**config.mk**
```make
export PLATFORM = sky130hd
export DESIGN_NAME = cpu_isa_io_bridge
export DESIGN_NICKNAME = d
export VERILOG_FILES = /design/src/rtl/isa_bridge_pkg.sv /design/src/rtl/isa_addr_fold.sv /design/src/rtl/isa_lane_swap.sv /design/src/rtl/cpu_isa_io_bridge.sv
export SDC_FILE = /design/constraint.sdc
export NUM_CORES = 1
export LEC_CHECK = 0
export BUFFER_PORTS_ARGS = -buffer_cell sky130_fd_sc_hd__buf_2
export CAP_MARGIN = 20
export CELL_PAD_IN_SITES_DETAIL_PLACEMENT = 0
export CELL_PAD_IN_SITES_GLOBAL_PLACEMENT = 2
export CORE_MARGIN = 4
export CORE_UTILIZATION = 27
export CTS_CLUSTER_DIAMETER = 120
export CTS_CLUSTER_SIZE = 12
export DETAILED_ROUTE_END_ITERATION = 10
export PLACE_DENSITY = 0.82
export SYNTH_ARGS = -nofsm -noshare
export SYNTH_HDL_FRONTEND = slang
export SYNTH_SLANG_ARGS = --single-unit
```
**constraint.sdc**
```tcl
create_clock -name clk -period 2.3 [get_ports clk]
set_input_delay 0.46 -clock clk [delete_from_list [all_inputs] [get_ports clk]]
set_output_delay 0.46 -clock clk [all_outputs]
set_load 0.005 [all_outputs]
```
**src/rtl/isa_bridge_pkg.sv**
```systemverilog
package isa_bridge_pkg;

    typedef enum logic [1:0] {
        SZ_BYTE = 2'b00,
        SZ_HALF = 2'b01,
        SZ_WORD = 2'b10,
        SZ_RSVD = 2'b11
    } xfer_size_e;

    typedef enum logic [1:0] {
        ST_IDLE  = 2'b00,
        ST_ISSUE = 2'b01,
        ST_WAIT  = 2'b10,
        ST_RESP  = 2'b11
    } bridge_state_e;

endpackage

```
**src/rtl/isa_addr_fold.sv**
```systemverilog
module isa_addr_fold #(
    parameter int WIN_BITS     = 23,
    parameter int PORT_AW      = 16,
    parameter int LOW_KEEP     = 5,
    parameter int SPARSE_SHIFT = 7
) (
    input  logic [WIN_BITS-1:0] win_addr,
    input  logic                sparse,
    output logic [PORT_AW-1:0]  port_addr
);
    localparam int HI_LSB = LOW_KEEP + SPARSE_SHIFT;
    localparam int HI_W   = WIN_BITS - HI_LSB;

    logic [PORT_AW-1:0] flat_addr;
    logic [PORT_AW-1:0] sparse_addr;

    assign flat_addr = win_addr[PORT_AW-1:0];

    generate
        if (HI_W + LOW_KEEP >= PORT_AW) begin : g_full
            assign sparse_addr = {win_addr[HI_LSB +: (PORT_AW-LOW_KEEP)],
                                  win_addr[LOW_KEEP-1:0]};
        end else begin : g_pad
            assign sparse_addr = {{(PORT_AW-LOW_KEEP-HI_W){1'b0}},
                                  win_addr[WIN_BITS-1:HI_LSB],
                                  win_addr[LOW_KEEP-1:0]};
        end
    endgenerate

    assign port_addr = sparse ? sparse_addr : flat_addr;
endmodule

```
**src/rtl/isa_lane_swap.sv**
```systemverilog
module isa_lane_swap
    import isa_bridge_pkg::*;
#(
    parameter int DW         = 32,
    parameter bit BIG_ENDIAN = 1'b1
) (
    input  logic [DW-1:0] din,
    input  logic [1:0]    size,
    output logic [DW-1:0] dout
);
    localparam int NB = DW / 8;

    logic [DW-1:0] rev_word;
    logic [DW-1:0] rev_half;

    genvar i;
    generate
        for (i = 0; i < NB; i++) begin : g_rev
            assign rev_word[8*i +: 8] = din[8*(NB-1-i) +: 8];
        end
    endgenerate

    assign rev_half = {din[DW-1:16], din[7:0], din[15:8]};

    generate
        if (BIG_ENDIAN) begin : g_swap
            always_comb begin
                case (xfer_size_e'(size))
                    SZ_HALF: dout = rev_half;
                    SZ_WORD: dout = rev_word;
                    default: dout = din;
                endcase
            end
        end else begin : g_pass
            logic unused_sz;
            assign unused_sz = ^{size, rev_word, rev_half};
            assign dout = din;
        end
    endgenerate
endmodule

```
**src/rtl/cpu_isa_io_bridge.sv**
```systemverilog
module cpu_isa_io_bridge
    import isa_bridge_pkg::*;
#(
    parameter int          CPU_AW       = 32,
    parameter int          DW           = 32,
    parameter int          PORT_AW      = 16,
    parameter int          WIN_BITS     = 23,
    parameter logic [31:0] WIN_BASE     = 32'h8000_0000,
    parameter int          LOW_KEEP     = 5,
    parameter int          SPARSE_SHIFT = 7,
    parameter bit          BIG_ENDIAN   = 1'b1
) (
    input  logic               clk,
    input  logic               rst_n,
    input  logic               cpu_req,
    input  logic               cpu_we,
    input  logic [CPU_AW-1:0]  cpu_addr,
    input  logic [1:0]         cpu_size,
    input  logic [DW-1:0]      cpu_wdata,
    input  logic               map_sparse,
    output logic [DW-1:0]      cpu_rdata,
    output logic               cpu_done,
    output logic [PORT_AW-1:0] io_addr,
    output logic [1:0]         io_size,
    output logic [DW-1:0]      io_wdata,
    output logic               io_wr,
    output logic               io_rd,
    input  logic [DW-1:0]      io_rdata,
    input  logic               io_rvalid
);
    localparam int TAG_W = CPU_AW - WIN_BITS;

    typedef struct packed {
        bridge_state_e      st;
        logic [PORT_AW-1:0] addr;
        logic [1:0]         size;
        logic [DW-1:0]      wdata;
        logic [DW-1:0]      rdata;
        logic               we;
        logic               wr;
        logic               rd;
        logic               done;
    } regs_t;

    regs_t r_d, r_q;

    logic               win_hit;
    logic               size_ok;
    logic [PORT_AW-1:0] fold_addr;
    logic [DW-1:0]      wdata_sw;
    logic [DW-1:0]      rdata_sw;

    assign win_hit = (cpu_addr[CPU_AW-1:WIN_BITS] == WIN_BASE[CPU_AW-1:WIN_BITS]);
    assign size_ok = (xfer_size_e'(cpu_size) != SZ_RSVD);

    isa_addr_fold #(
        .WIN_BITS    (WIN_BITS),
        .PORT_AW     (PORT_AW),
        .LOW_KEEP    (LOW_KEEP),
        .SPARSE_SHIFT(SPARSE_SHIFT)
    ) u_fold (
        .win_addr (cpu_addr[WIN_BITS-1:0]),
        .sparse   (map_sparse),
        .port_addr(fold_addr)
    );

    isa_lane_swap #(.DW(DW), .BIG_ENDIAN(BIG_ENDIAN)) u_wr_swap (
        .din (cpu_wdata),
        .size(cpu_size),
        .dout(wdata_sw)
    );

    isa_lane_swap #(.DW(DW), .BIG_ENDIAN(BIG_ENDIAN)) u_rd_swap (
        .din (io_rdata),
        .size(r_q.size),
        .dout(rdata_sw)
    );

    always_comb begin
        r_d      = r_q;
        r_d.wr   = 1'b0;
        r_d.rd   = 1'b0;
        r_d.done = 1'b0;
        case (r_q.st)
            ST_IDLE: begin
                if (cpu_req && win_hit && size_ok) begin
                    r_d.st    = ST_ISSUE;
                    r_d.addr  = fold_addr;
                    r_d.size  = cpu_size;
                    r_d.wdata = wdata_sw;
                    r_d.we    = cpu_we;
                    r_d.wr    = cpu_we;
                    r_d.rd    = !cpu_we;
                end
            end
            ST_ISSUE: begin
                if (r_q.we) begin
                    r_d.st   = ST_RESP;
                    r_d.done = 1'b1;
                end else begin
                    r_d.st = ST_WAIT;
                end
            end
            ST_WAIT: begin
                if (io_rvalid) begin
                    r_d.st    = ST_RESP;
                    r_d.rdata = rdata_sw;
                    r_d.done  = 1'b1;
                end
            end
            default: begin
                r_d.st = ST_IDLE;
            end
        endcase
    end

    always_ff @(posedge clk) begin
        if (!rst_n) begin
            r_q <= '{st: ST_IDLE, size: 2'b00, we: 1'b0, wr: 1'b0, rd: 1'b0,
                     done: 1'b0, addr: '0, wdata: '0, rdata: '0};
        end else begin
            r_q <= r_d;
        end
    end

    assign io_addr   = r_q.addr;
    assign io_size   = r_q.size;
    assign io_wdata  = r_q.wdata;
    assign io_wr     = r_q.wr;
    assign io_rd     = r_q.rd;
    assign cpu_done  = r_q.done;
    assign cpu_rdata = r_q.rdata;

    logic unused_tag;
    assign unused_tag = ^{TAG_W{1'b0}};
endmodule

```
Word level (Yosys, flattened, before mapping) --
Index checks and enable logic that the tools add are counted.
Operators by class: equal/unequal tests 10, multiplexer cells 10, reductions and logical operators 8
Operators by type and width (number):
- one-hot mux 32 bit (2 select lines) | 2
- 2-to-1 mux 52 bit | 1
- 2-to-1 mux 16 bit | 1
- == test 9 bit (second input constant) | 1
- == test 2 x 1 -> 1 bit (second input constant) | 3
- == test 2 bit (second input constant) | 3
- inequality test 2 bit (second input constant) | 3
- one-hot mux 2 bit (3 select lines) | 1
- AND reduction 2 bit | 3
- 2-to-1 mux 1 bit | 3
- AND reduction 3 bit | 1
- logical AND 1 bit | 2
- zero test 2 bit | 1
- 2-to-1 mux 2 bit | 1
- one-hot mux 1 bit (2 select lines) | 1
- zero test 1 bit | 1
Word-level totals: register bits 88, input port bits 104

Depth between registers and ports, before layout --
Gate-level depths: netlist of run 1.
depth after elaboration 5, gate-level depth with buffers 8, gate-level depth less buffers 6

Modules after synthesis --
A second synthesis of run 1 with hierarchy kept.
Unflattened totals: cells, all modules 547, area, all modules 4785.8 sq um
By module, submodules not included:
- cpu_isa_io_bridge | instances 1, cells each 368, area an instance 3532.1 sq um, sequential area each 1761.7 sq um
- isa_lane_swap | instances 2, cells each 81, area an instance 521.8 sq um, sequential area each 0.0 sq um
- isa_addr_fold | instances 1, cells each 17, area an instance 210.2 sq um, sequential area each 0.0 sq um

Worst setup path after synthesis of run 1 --
OpenSTA, ideal clock, no wires.
path kind flip-flop to flip-flop, start point register r_q, in the netlist io_size[0], end point register r_q, in the netlist cpu_rdata[21], setup time 125 ps, arrival 1726 ps, slack 449 ps, cell stages (with the launch flop) 9, path buffers 3, path through dfxtp_1 -> inv_1 -> ha_1 -> buf_2 -> or2_2 -> clkbuf_1 -> buf_6 -> a221oi_1 -> nor3b_1
Between the ends: longest elaborated chain between the ends 2
Ends and longest elaborated chain:
- from (decl) | RTL line cpu_isa_io_bridge.sv:45 | regs_t r_d, r_q;
- from (signal assigned) | RTL line cpu_isa_io_bridge.sv:119 | r_q <= '{st: ST_IDLE, size: 2'b00, we: 1'b0, wr: 1'b0, rd: 1'b0,
- from (signal assigned) | RTL line cpu_isa_io_bridge.sv:122 | r_q <= r_d;
- == test 2 bit / == test 2 x 1 -> 1 bit (equally long branches) | RTL line isa_lane_swap.sv:28 | case (xfer_size_e'(size))
- one-hot mux 32 bit (2 select lines) * | RTL line isa_lane_swap.sv:28
Every way passes the cells marked *; elsewhere a longest branch is shown, timed or not. A chain may end at the register's enable or synchronous reset.

Worst setup path in the final report of run 1 --
start point register r_q, in the netlist io_size[0], end point register r_q, in the netlist cpu_rdata[20]
Same word-level chain as after synthesis.

==> results of run 1 <==
-- worst reg2reg max path: stages (launching register included) --
cell and delay [ns]:
sky130_fd_sc_hd__dfxtp_1 0.39, sky130_fd_sc_hd__inv_1 0.06, sky130_fd_sc_hd__ha_1 0.29, sky130_fd_sc_hd__buf_4 0.23, sky130_fd_sc_hd__nor2b_2 0.06, sky130_fd_sc_hd__buf_4 0.23
sky130_fd_sc_hd__a221oi_1 0.48, sky130_fd_sc_hd__nor3b_1 0.10
-- logic make-up after synthesis --
group	count (synthesis)	share of synthesized area
multiplexers	13	0.0287
AND/OR/NAND/NOR	88	0.0982
AO/OA/AOI/OAI	166	0.269
flip-flops	88	0.388
adder cells (fa/ha/maj)	9	0.0248
buffers and inverters	131	0.191
-- state kept, by name, summed over array words and instances, names as in the netlist --
name       flops
cpu_rdata     32
io_wdata      32
io_addr       16
r_q            3
io_size        2
cpu_done       1
io_rd          1
io_wr          1
-- cell type report --
class                           instances  area, um2
Fill cell                            1738      11200
Multi-Input combinational cell        276       1920
Sequential cell                        88       1760
Timing Repair Buffer                  200       1060
Tap cell                              220        275
Clock buffer                            9        225
Clock inverter                          7        104
Inverter                                6       22.5
Antenna cell                            2       5.00
-- power breakdown --
group | total, uW | leakage, uW | switching [uW] | internal [uW]
Sequential | 1530 | 0.000708 | 1.95 | 1530
Clock | 1600 | 0.000160 | 638 | 963
Combinational | 307 | 0.00153 | 173 | 134
Total | 3430 | 0.00239 | 813 | 2620
-- cell usage in the layout, fill, tap and decap left out, types with 2 or more instances in the layout --
| cell type | n |
|---|---|
| sky130_fd_sc_hd__buf_2 | 188 |
| sky130_fd_sc_hd__buf_4 | 10 |
| sky130_fd_sc_hd__ha_1 | 9 |
| sky130_fd_sc_hd__o2bb2ai_1 | 27 |
| sky130_fd_sc_hd__inv_1 | 6 |
| sky130_fd_sc_hd__bufinv_16 | 2 |
| sky130_fd_sc_hd__a21oi_1 | 19 |
| sky130_fd_sc_hd__nor3b_1 | 16 |
| sky130_fd_sc_hd__buf_12 | 2 |
| sky130_fd_sc_hd__nor2_1 | 18 |
| sky130_fd_sc_hd__dfxtp_1 | 88 |
| sky130_fd_sc_hd__or2_2 | 2 |
| sky130_fd_sc_hd__nor2b_1 | 3 |
| sky130_fd_sc_hd__mux2i_1 | 13 |
| sky130_fd_sc_hd__a22oi_1 | 32 |
| sky130_fd_sc_hd__nand2_1 | 38 |
| sky130_fd_sc_hd__o21ai_0 | 32 |
| sky130_fd_sc_hd__a22o_1 | 23 |
| sky130_fd_sc_hd__clkbuf_16 | 9 |
| sky130_fd_sc_hd__diode_2 | 2 |
| sky130_fd_sc_hd__clkinv_4 | 4 |
| sky130_fd_sc_hd__a221oi_1 | 32 |
-- Yosys cell counts (all sizes together) --
library cell / count / area [um2]
and4: 1 / 11.3
mux2i: 13 / 130
o2bb2ai: 27 / 236
nor2: 18 / 67.6
and2: 2 / 12.5
nand3: 1 / 5.00
a221oi: 32 / 280
a22oi: 32 / 240
nand2: 39 / 149
clkbuf: 22 / 82.6
nor2b: 5 / 31.3
a21oi: 19 / 95.1
and3: 1 / 6.26
buf: 103 / 759
dfxtp: 88 / 1760
or2: 2 / 12.5
nor3b: 16 / 120
nor4: 1 / 12.5
o21ai: 32 / 160
inv: 6 / 22.5
and4bb: 1 / 12.5
a21o: 1 / 7.51
nor3: 1 / 5.00
a22o: 23 / 201
ha: 9 / 113
-- through the flow --
stage | setup WS, ns | power, uW
2_1_floorplan | 0.449 | 1710
3_3_place_gp | 0.284 | 1870
3_5_place_dp | 0.192 | 1870
4_1_cts | 0.339 | 3480
5_1_grt | 0.214 | 3580
6_report | 0.324 | 3430
-- per-layer routing --
metal / track usage / wire length [um]
met1: 0.183 / 5940
met3: 0.0321 / 847
met2: 0.216 / 6640
met4: 0.0516 / 217
met5: 0 / 0
-- final timing paths --
path                            depth (start not counted)  slack (ns)       endpoint         start
worst min register to register                          1        0.46   io_wdata[16]  io_wdata[16]
worst max register to register                          7        0.32  cpu_rdata[20]    io_size[0]
worst min-delay path                                    2        0.30          io_rd        cpu_we
worst max-delay path                                    7        0.32  cpu_rdata[20]    io_size[0]
==> tab_implementation.tex, run 1 <==
\begin{tabular}{lr}
\hline
Metric & Value \\
\hline
\multicolumn{2}{l}{\textbf{Setup path}} \\
Critical path endpoint category & flip-flop \\
Arrival time of the worst setup path & 2.19 ns \\
Largest fanout on the critical path & 32 \\
Worst Path Buf+Inv & 3 \\
Highest-delay cell along the critical path & sky130\_fd\_sc\_hd\_\_a221oi\_1 \\
Most frequent cell on the critical path & sky130\_fd\_sc\_hd\_\_buf\_4 \\
Delay-heaviest family, CP & buffers and inverters \\
WP data required & 2.51 ns \\
Worst stage delay on the critical path & 0.47 ns \\
Cells traversed along the worst timing path & inv\_1 > ha\_1 > buf\_4 > nor2b\_2 > buf\_4 > a221oi\_1 > nor3b\_1 \\
Startpoint kind of the worst setup timing path & flip-flop \\
Critical setup path kind & reg2reg \\
\multicolumn{2}{l}{\textbf{Placement}} \\
Placed Instance Area & 5030 um2 \\
Placed Instances & 790 \\
Hpwl dp & 10.4 mm \\
Routability Congestion & 0.830 \\
Buffers on Ports & 188 \\
\multicolumn{2}{l}{\textbf{CTS}} \\
Clock-pin slew on the worst setup and hold paths & 0.07 ns \\
Clock latency on the worst-skew pair & 0.34 ns \\
\# resized after CTS & 0 \\
Root Buffer Master & sky130\_fd\_sc\_hd\_\_clkbuf\_16 \\
Number of buffers on the longest clock path & 2 \\
H-tree lvl count & 3 \\
\# hold bufs at CTS & 0 \\
Clock sink count & 88 \\
Total clock buffers created by CTS & 9 \\
Post-CTS setup buffer count & 0 \\
CTS tree & done \\
\multicolumn{2}{l}{\textbf{STA}} \\
Max-slew violations & 0 \\
Unrepaired setup endpoints after global routing & no \\
Number of hold violations in the final report & 0 \\
Setup skew after layout & 0.00998 ns \\
Number of setup violations in the final report & 0 \\
Highest attainable clock frequency & 506 MHz \\
Tightest slew margin relative to the limit & 0.569 \\
Final period util & 0.859 \\
Time the worst path needs with I/O delays and setup & 1.98 ns \\
Setup TNS & 0 ns \\
Hold Slack & 0.301 ns \\
Worst slew pin tran & 0.647 ns \\
\multicolumn{2}{l}{\textbf{Cells and area}} \\
Final design utilization & 0.325 \\
Post-Layout Cell Count & 808 \\
Number of nets in the finished design & 694 \\
Finished Cell Area & 5370 um2 \\
Share of layout cells above drive strength 1 & 0.381 \\
Area Overhead vs Synth & 18.4\% \\
\multicolumn{2}{l}{\textbf{Floorplan}} \\
Placeable Area & 16,500 um2 \\
Floorplan row count & 47 \\
Number of primary I/O pins & 189 \\
Die area & 18,900 um2 \\
Die boundary height & 138 um \\
Die width & 138 um \\
Starting Density & 0.274 \\
\multicolumn{2}{l}{\textbf{Run}} \\
Number of maximum-capacitance violations & 0 \\
\multicolumn{2}{l}{\textbf{Detailed routing}} \\
Detailed Routing Iterations Pass 1 & 5 \\
Detailed-route via count & 3,816 \\
Routed wirelength normalized by instance count & 16.9 um \\
WL final & 13.6 mm \\
Remaining DRCs & 0 \\
Via-to-Cell Ratio & 4.72 \\
Number of DRC markers after the initial detailed-route iteration & 339 \\
ANT nets after route & 0 \\
\multicolumn{2}{l}{\textbf{Global routing}} \\
Global-route wire length before repair & 20.1 mm \\
GRT overflow & 0 \\
Largest net degree at the start of global routing & 52 \\
Total track usage & 0.137 \\
Number of global-route vias before repair & 3,689 \\
Antenna violations before repair & 2 \\
\multicolumn{2}{l}{\textbf{Run status}} \\
Result of the run & finished clean \\
\multicolumn{2}{l}{\textbf{Logic synthesis}} \\
Yosys warnings & 0 \\
Synth Net Count & 608 \\
Post-synthesis cell count & 495 \\
Average cell area after synthesis & 9.16 um2 \\
Flops \& latches, synth & 88 \\
Post-Syn Area & 4540 um2 \\
Register area share after synthesis & 0.388 \\
Count of distinct cell types in the synthesized netlist & 30 \\
\multicolumn{2}{l}{\textbf{Power and ir drop}} \\
IR drop worst, VDD & 0.286 mV \\
PD cells & 640 nW/um2 \\
Static power due to leakage & 0.00239 uW \\
\multicolumn{2}{l}{\textbf{Worst hold path}} \\
Hold Crit Class & in2reg \\
\hline
\end{tabular}
Power figures use the tool's default switching activity.
==> run 2: changes to the inputs <==
--- a/config.mk
+++ b/config.mk
@@ -5,16 +5,17 @@
 export SDC_FILE = /design/constraint.sdc
 export NUM_CORES = 1
 export LEC_CHECK = 0
+export ABC_AREA = 1
 export BUFFER_PORTS_ARGS = -buffer_cell sky130_fd_sc_hd__buf_2
 export CAP_MARGIN = 20
 export CELL_PAD_IN_SITES_DETAIL_PLACEMENT = 0
 export CELL_PAD_IN_SITES_GLOBAL_PLACEMENT = 2
+export CORE_ASPECT_RATIO = 1.1
 export CORE_MARGIN = 4
-export CORE_UTILIZATION = 27
-export CTS_CLUSTER_DIAMETER = 120
+export CORE_UTILIZATION = 26
 export CTS_CLUSTER_SIZE = 12
 export DETAILED_ROUTE_END_ITERATION = 10
-export PLACE_DENSITY = 0.82
+export PLACE_DENSITY = 0.83
 export SYNTH_ARGS = -nofsm -noshare
 export SYNTH_HDL_FRONTEND = slang
 export SYNTH_SLANG_ARGS = --single-unit
==> tab_implementation.tex, run 2 <==
\begin{tabular}{lr}
\hline
Metric & Value \\
\hline
\multicolumn{2}{l}{\textbf{Run status}} \\
Result of the run & finished clean \\
\multicolumn{2}{l}{\textbf{Logic synthesis}} \\
EDFF count, synth & 0 (unchanged) \\
Largest area contributor in the netlist & sky130\_fd\_sc\_hd\_\_dfxtp\_1 \\
Most frequently used cell type in the post-synthesis netlist & sky130\_fd\_sc\_hd\_\_nand2\_1 \\
Cell types with the largest area share after synthesis & sky130\_fd\_sc\_hd\_\_dfxtp\_1 38\%, sky130\_fd\_sc\_hd\_\_buf\_4 14\%, sky130\_fd\_sc\_hd\_\_o21ai\_0 9.4\% \\
Ranking of synthesized cells by instance count & 112 x sky130\_fd\_sc\_hd\_\_nand2\_1, 88 x sky130\_fd\_sc\_hd\_\_dfxtp\_1, 88 x sky130\_fd\_sc\_hd\_\_o21ai\_0 \\
Yosys warnings & 0 (unchanged) \\
Post-Syn Area & 4690 um2 (+3.4\%) \\
Post-synthesis cell count & 627 (+27\%) \\
Flops \& latches, synth & 88 (unchanged) \\
Top flip-flop cell by instance count after synthesis & sky130\_fd\_sc\_hd\_\_dfxtp\_1 \\
Average cell area after synthesis & 7.48 um2 (-18\%) \\
Area share of the leading cell type in the synthesized netlist & 0.376 (-0.0128) \\
Synth Net Count & 740 (+22\%) \\
Register area share after synthesis & 0.376 (-0.0128) \\
Count of distinct cell types in the synthesized netlist & 24 (-20\%) \\
Share of flip-flops with an asynchronous set or reset & 0 (unchanged) \\
\multicolumn{2}{l}{\textbf{Worst hold path}} \\
Min-Delay Path Depth & 2 (unchanged) \\
Hold Crit Class & in2reg \\
\multicolumn{2}{l}{\textbf{Global routing}} \\
Number of global-route vias before repair & 4,382 (+19\%) \\
Largest net degree at the start of global routing & 56 (+7.7\%) \\
Global-route wire length before repair & 23.6 mm (+17\%) \\
GRT overflow & 0 (unchanged) \\
Antenna violations before repair & 3 (+1) \\
Total track usage & 0.148 (+0.0103) \\
\multicolumn{2}{l}{\textbf{STA}} \\
Hold Slack & 0.285 ns (-0.0157 ns) \\
Final period util & 0.771 (-0.0877) \\
Tightest slew margin relative to the limit & 0.526 (-0.0424) \\
Unrepaired setup endpoints after global routing & no \\
Worst-case setup margin in the final layout & 0.526 ns (+0.202 ns) \\
Max-slew violations & 0 (unchanged) \\
Number of hold violations in the final report & 0 (unchanged) \\
Worst slew pin tran & 0.711 ns (+0.0636 ns) \\
Setup skew after layout & 0.00775 ns (-0.00223 ns) \\
Setup TNS & 0 ns (unchanged) \\
Time the worst path needs with I/O delays and setup & 1.77 ns (-0.202 ns) \\
Number of setup violations in the final report & 0 (unchanged) \\
Highest attainable clock frequency & 564 MHz (+11\%) \\
\multicolumn{2}{l}{\textbf{CTS}} \\
H-tree lvl count & 3 (unchanged) \\
Clock-pin slew on the worst setup and hold paths & 0.07 ns (about the same) \\
\# hold bufs at CTS & 0 (unchanged) \\
\# resized after CTS & 0 (unchanged) \\
CTS tree & done \\
Root Buffer Master & sky130\_fd\_sc\_hd\_\_clkbuf\_16 \\
Clock latency on the worst-skew pair & 0.34 ns (about the same) \\
Number of buffers on the longest clock path & 2 (unchanged) \\
Post-CTS setup buffer count & 0 (unchanged) \\
Total clock buffers created by CTS & 9 (unchanged) \\
Clock sink count & 88 (unchanged) \\
\multicolumn{2}{l}{\textbf{Cells and area}} \\
Share of layout cells above drive strength 1 & 0.309 (-0.0713) \\
Storage cell area & 1760 um2 (unchanged) \\
Area of the multi-input gates & 2010 um2 (+4.6\%) \\
Commonest non-fill, non-tap cells in the layout & 188 x sky130\_fd\_sc\_hd\_\_buf\_2, 112 x sky130\_fd\_sc\_hd\_\_nand2\_1, 88 x sky130\_fd\_sc\_hd\_\_o21ai\_0, 88 x sky130\_fd\_sc\_hd\_\_dfxtp\_1, 58 x sky130\_fd\_sc\_hd\_\_nand3\_1 \\
Number of nets in the finished design & 829 (+19\%) \\
Finished Cell Area & 5570 um2 (+3.7\%) \\
Filler Cell Count & 2,017 (+16\%) \\
Leading cell type in the layout, fill and taps excluded & sky130\_fd\_sc\_hd\_\_buf\_2 \\
Area Overhead vs Synth & 18.7\% \\
Number of antenna cells inserted & 0 (-2) \\
\multicolumn{2}{l}{\textbf{Placement}} \\
Buffers on Ports & 188 (unchanged) \\
Routability Congestion & 0.777 (-6.4\%) \\
Placed Instance Area & 5240 um2 (+4.2\%) \\
Hpwl dp & 11.0 mm (+6.0\%) \\
Minimum setup slack after placement & 0.211 ns (+0.0189 ns) \\
\multicolumn{2}{l}{\textbf{Floorplan}} \\
Floorplan row count & 51 (+8.5\%) \\
Die area & 20,300 um2 (+7.0\%) \\
Placeable Area & 17,700 um2 (+7.4\%) \\
Number of primary I/O pins & 189 (unchanged) \\
Die width & 136 um (-1.1\%) \\
Die boundary height & 149 um (+8.2\%) \\
Starting Density & 0.264 (-0.0101) \\
\multicolumn{2}{l}{\textbf{Setup path}} \\
Reg2Reg Depth & 7 (unchanged) \\
Arrival time of the worst setup path & 2.04 ns (-0.15 ns) \\
WP data required & 2.57 ns (+0.06 ns) \\
Highest-delay cell along the critical path & sky130\_fd\_sc\_hd\_\_ha\_1 \\
Depth of the critical timing path with buffers and inverters included & 7 (unchanged) \\
Delay-heaviest family, CP & adder cells \\
Cells traversed along the worst timing path & inv\_1 > ha\_1 > inv\_1 > nor2\_2 > buf\_4 > nand2\_1 > a31oi\_1 \\
Worst stage delay on the critical path & 0.61 ns (+0.14 ns) \\
Largest fanout on the critical path & 17 (-47\%) \\
Most frequent cell on the critical path & sky130\_fd\_sc\_hd\_\_inv\_1 \\
Worst Path Buf+Inv & 3 (unchanged) \\
Worst setup slack for register-to-register paths & 0.53 ns (+0.20 ns) \\
Critical setup path kind & reg2reg \\
Critical path endpoint category & flip-flop \\
Startpoint kind of the worst setup timing path & flip-flop \\
\multicolumn{2}{l}{\textbf{Detailed routing}} \\
Detailed Routing Iterations Pass 1 & 8 (+3) \\
Detailed-route via count & 4,460 (+17\%) \\
Remaining DRCs & 0 (unchanged) \\
WL final & 15.2 mm (+11\%) \\
Number of DRC markers after the initial detailed-route iteration & 288 (-15\%) \\
Via-to-Cell Ratio & 4.65 (-1.5\%) \\
ANT nets after route & 0 (unchanged) \\
Routed wirelength normalized by instance count & 15.8 um (-6.4\%) \\
\multicolumn{2}{l}{\textbf{Power and ir drop}} \\
Static power due to leakage & 0.00260 uW (+8.5\%) \\
IR drop worst, VDD & 0.330 mV (+16\%) \\
PD cells & 740 nW/um2 (+16\%) \\
\multicolumn{2}{l}{\textbf{Run}} \\
Number of maximum-capacitance violations & 0 (unchanged) \\
\hline
\end{tabular}
run 2: changes by cell type in the layout (fill, tap and decap cells not counted), sizes merged, moves of 5 or more:
cell and delta:
a22oi -13, o21ai +62, a22o -23, inv +22, mux2i -5, nand3 +58
o2bb2ai -27, nor3b -16, a31oi +32, a21oi +7, a221oi -32, nor2b -5
nand2 +73
run 2: layout make-up:
type                            count  area share
Inverter                           28      0.0189
Multi-Input combinational cell    387       0.361
Timing Repair Buffer              202       0.192
Clock buffer                       12      0.0443
Tap cell                          238      0.0535
Sequential cell                    88       0.316
Clock inverter                      4      0.0137
run 2: through the flow:
stage | cells | util | power [uW]
floorplan | 627 | - | 2290
global route | 959 | 0.314 | 4370
detailed placement | 943 | 0.296 | 2520
global placement | 943 | 0.296 | 2530
finish | 959 | 0.314 | 4120
CTS | 959 | 0.314 | 4190
run 2: logic make-up (layout without fill, tap and decap cells):
group / count (synthesis) / count (layout) / synth area share
compound gates: 179 / 179 / 0.213
buf+inv: 152 / 246 / 0.198
simple gates: 191 / 191 / 0.172
flops: 88 / 88 / 0.376
fa+ha+maj: 9 / 9 / 0.0240
mux: 8 / 8 / 0.0171
run 2: report_power, final:
part           internal [uW]  switching [uW]
clock network            988             650
registers               1640            55.3
logic                    321             463
total                   2950            1170
run 2: path summary, 6_finish.rpt:
check | from | endpoint
hold reg to reg | io_wdata[9] | io_wdata[9]
setup reg to reg | io_size[1] | cpu_rdata[2]
setup / recovery | io_size[1] | cpu_rdata[2]
hold / removal | cpu_we | io_rd
run 2: per-layer routing:
layer | wire (um) | GRT usage | share of wire | up-vias
met5 | 27 | 0 | 0.0018 | -
met1 | 6640 | 0.184 | 0.44 | 2016
met2 | 6650 | 0.232 | 0.44 | 172
met4 | 244 | 0.0514 | 0.016 | 6
met3 | 1590 | 0.0574 | 0.10 | 25
li1 | - | - | - | 2241
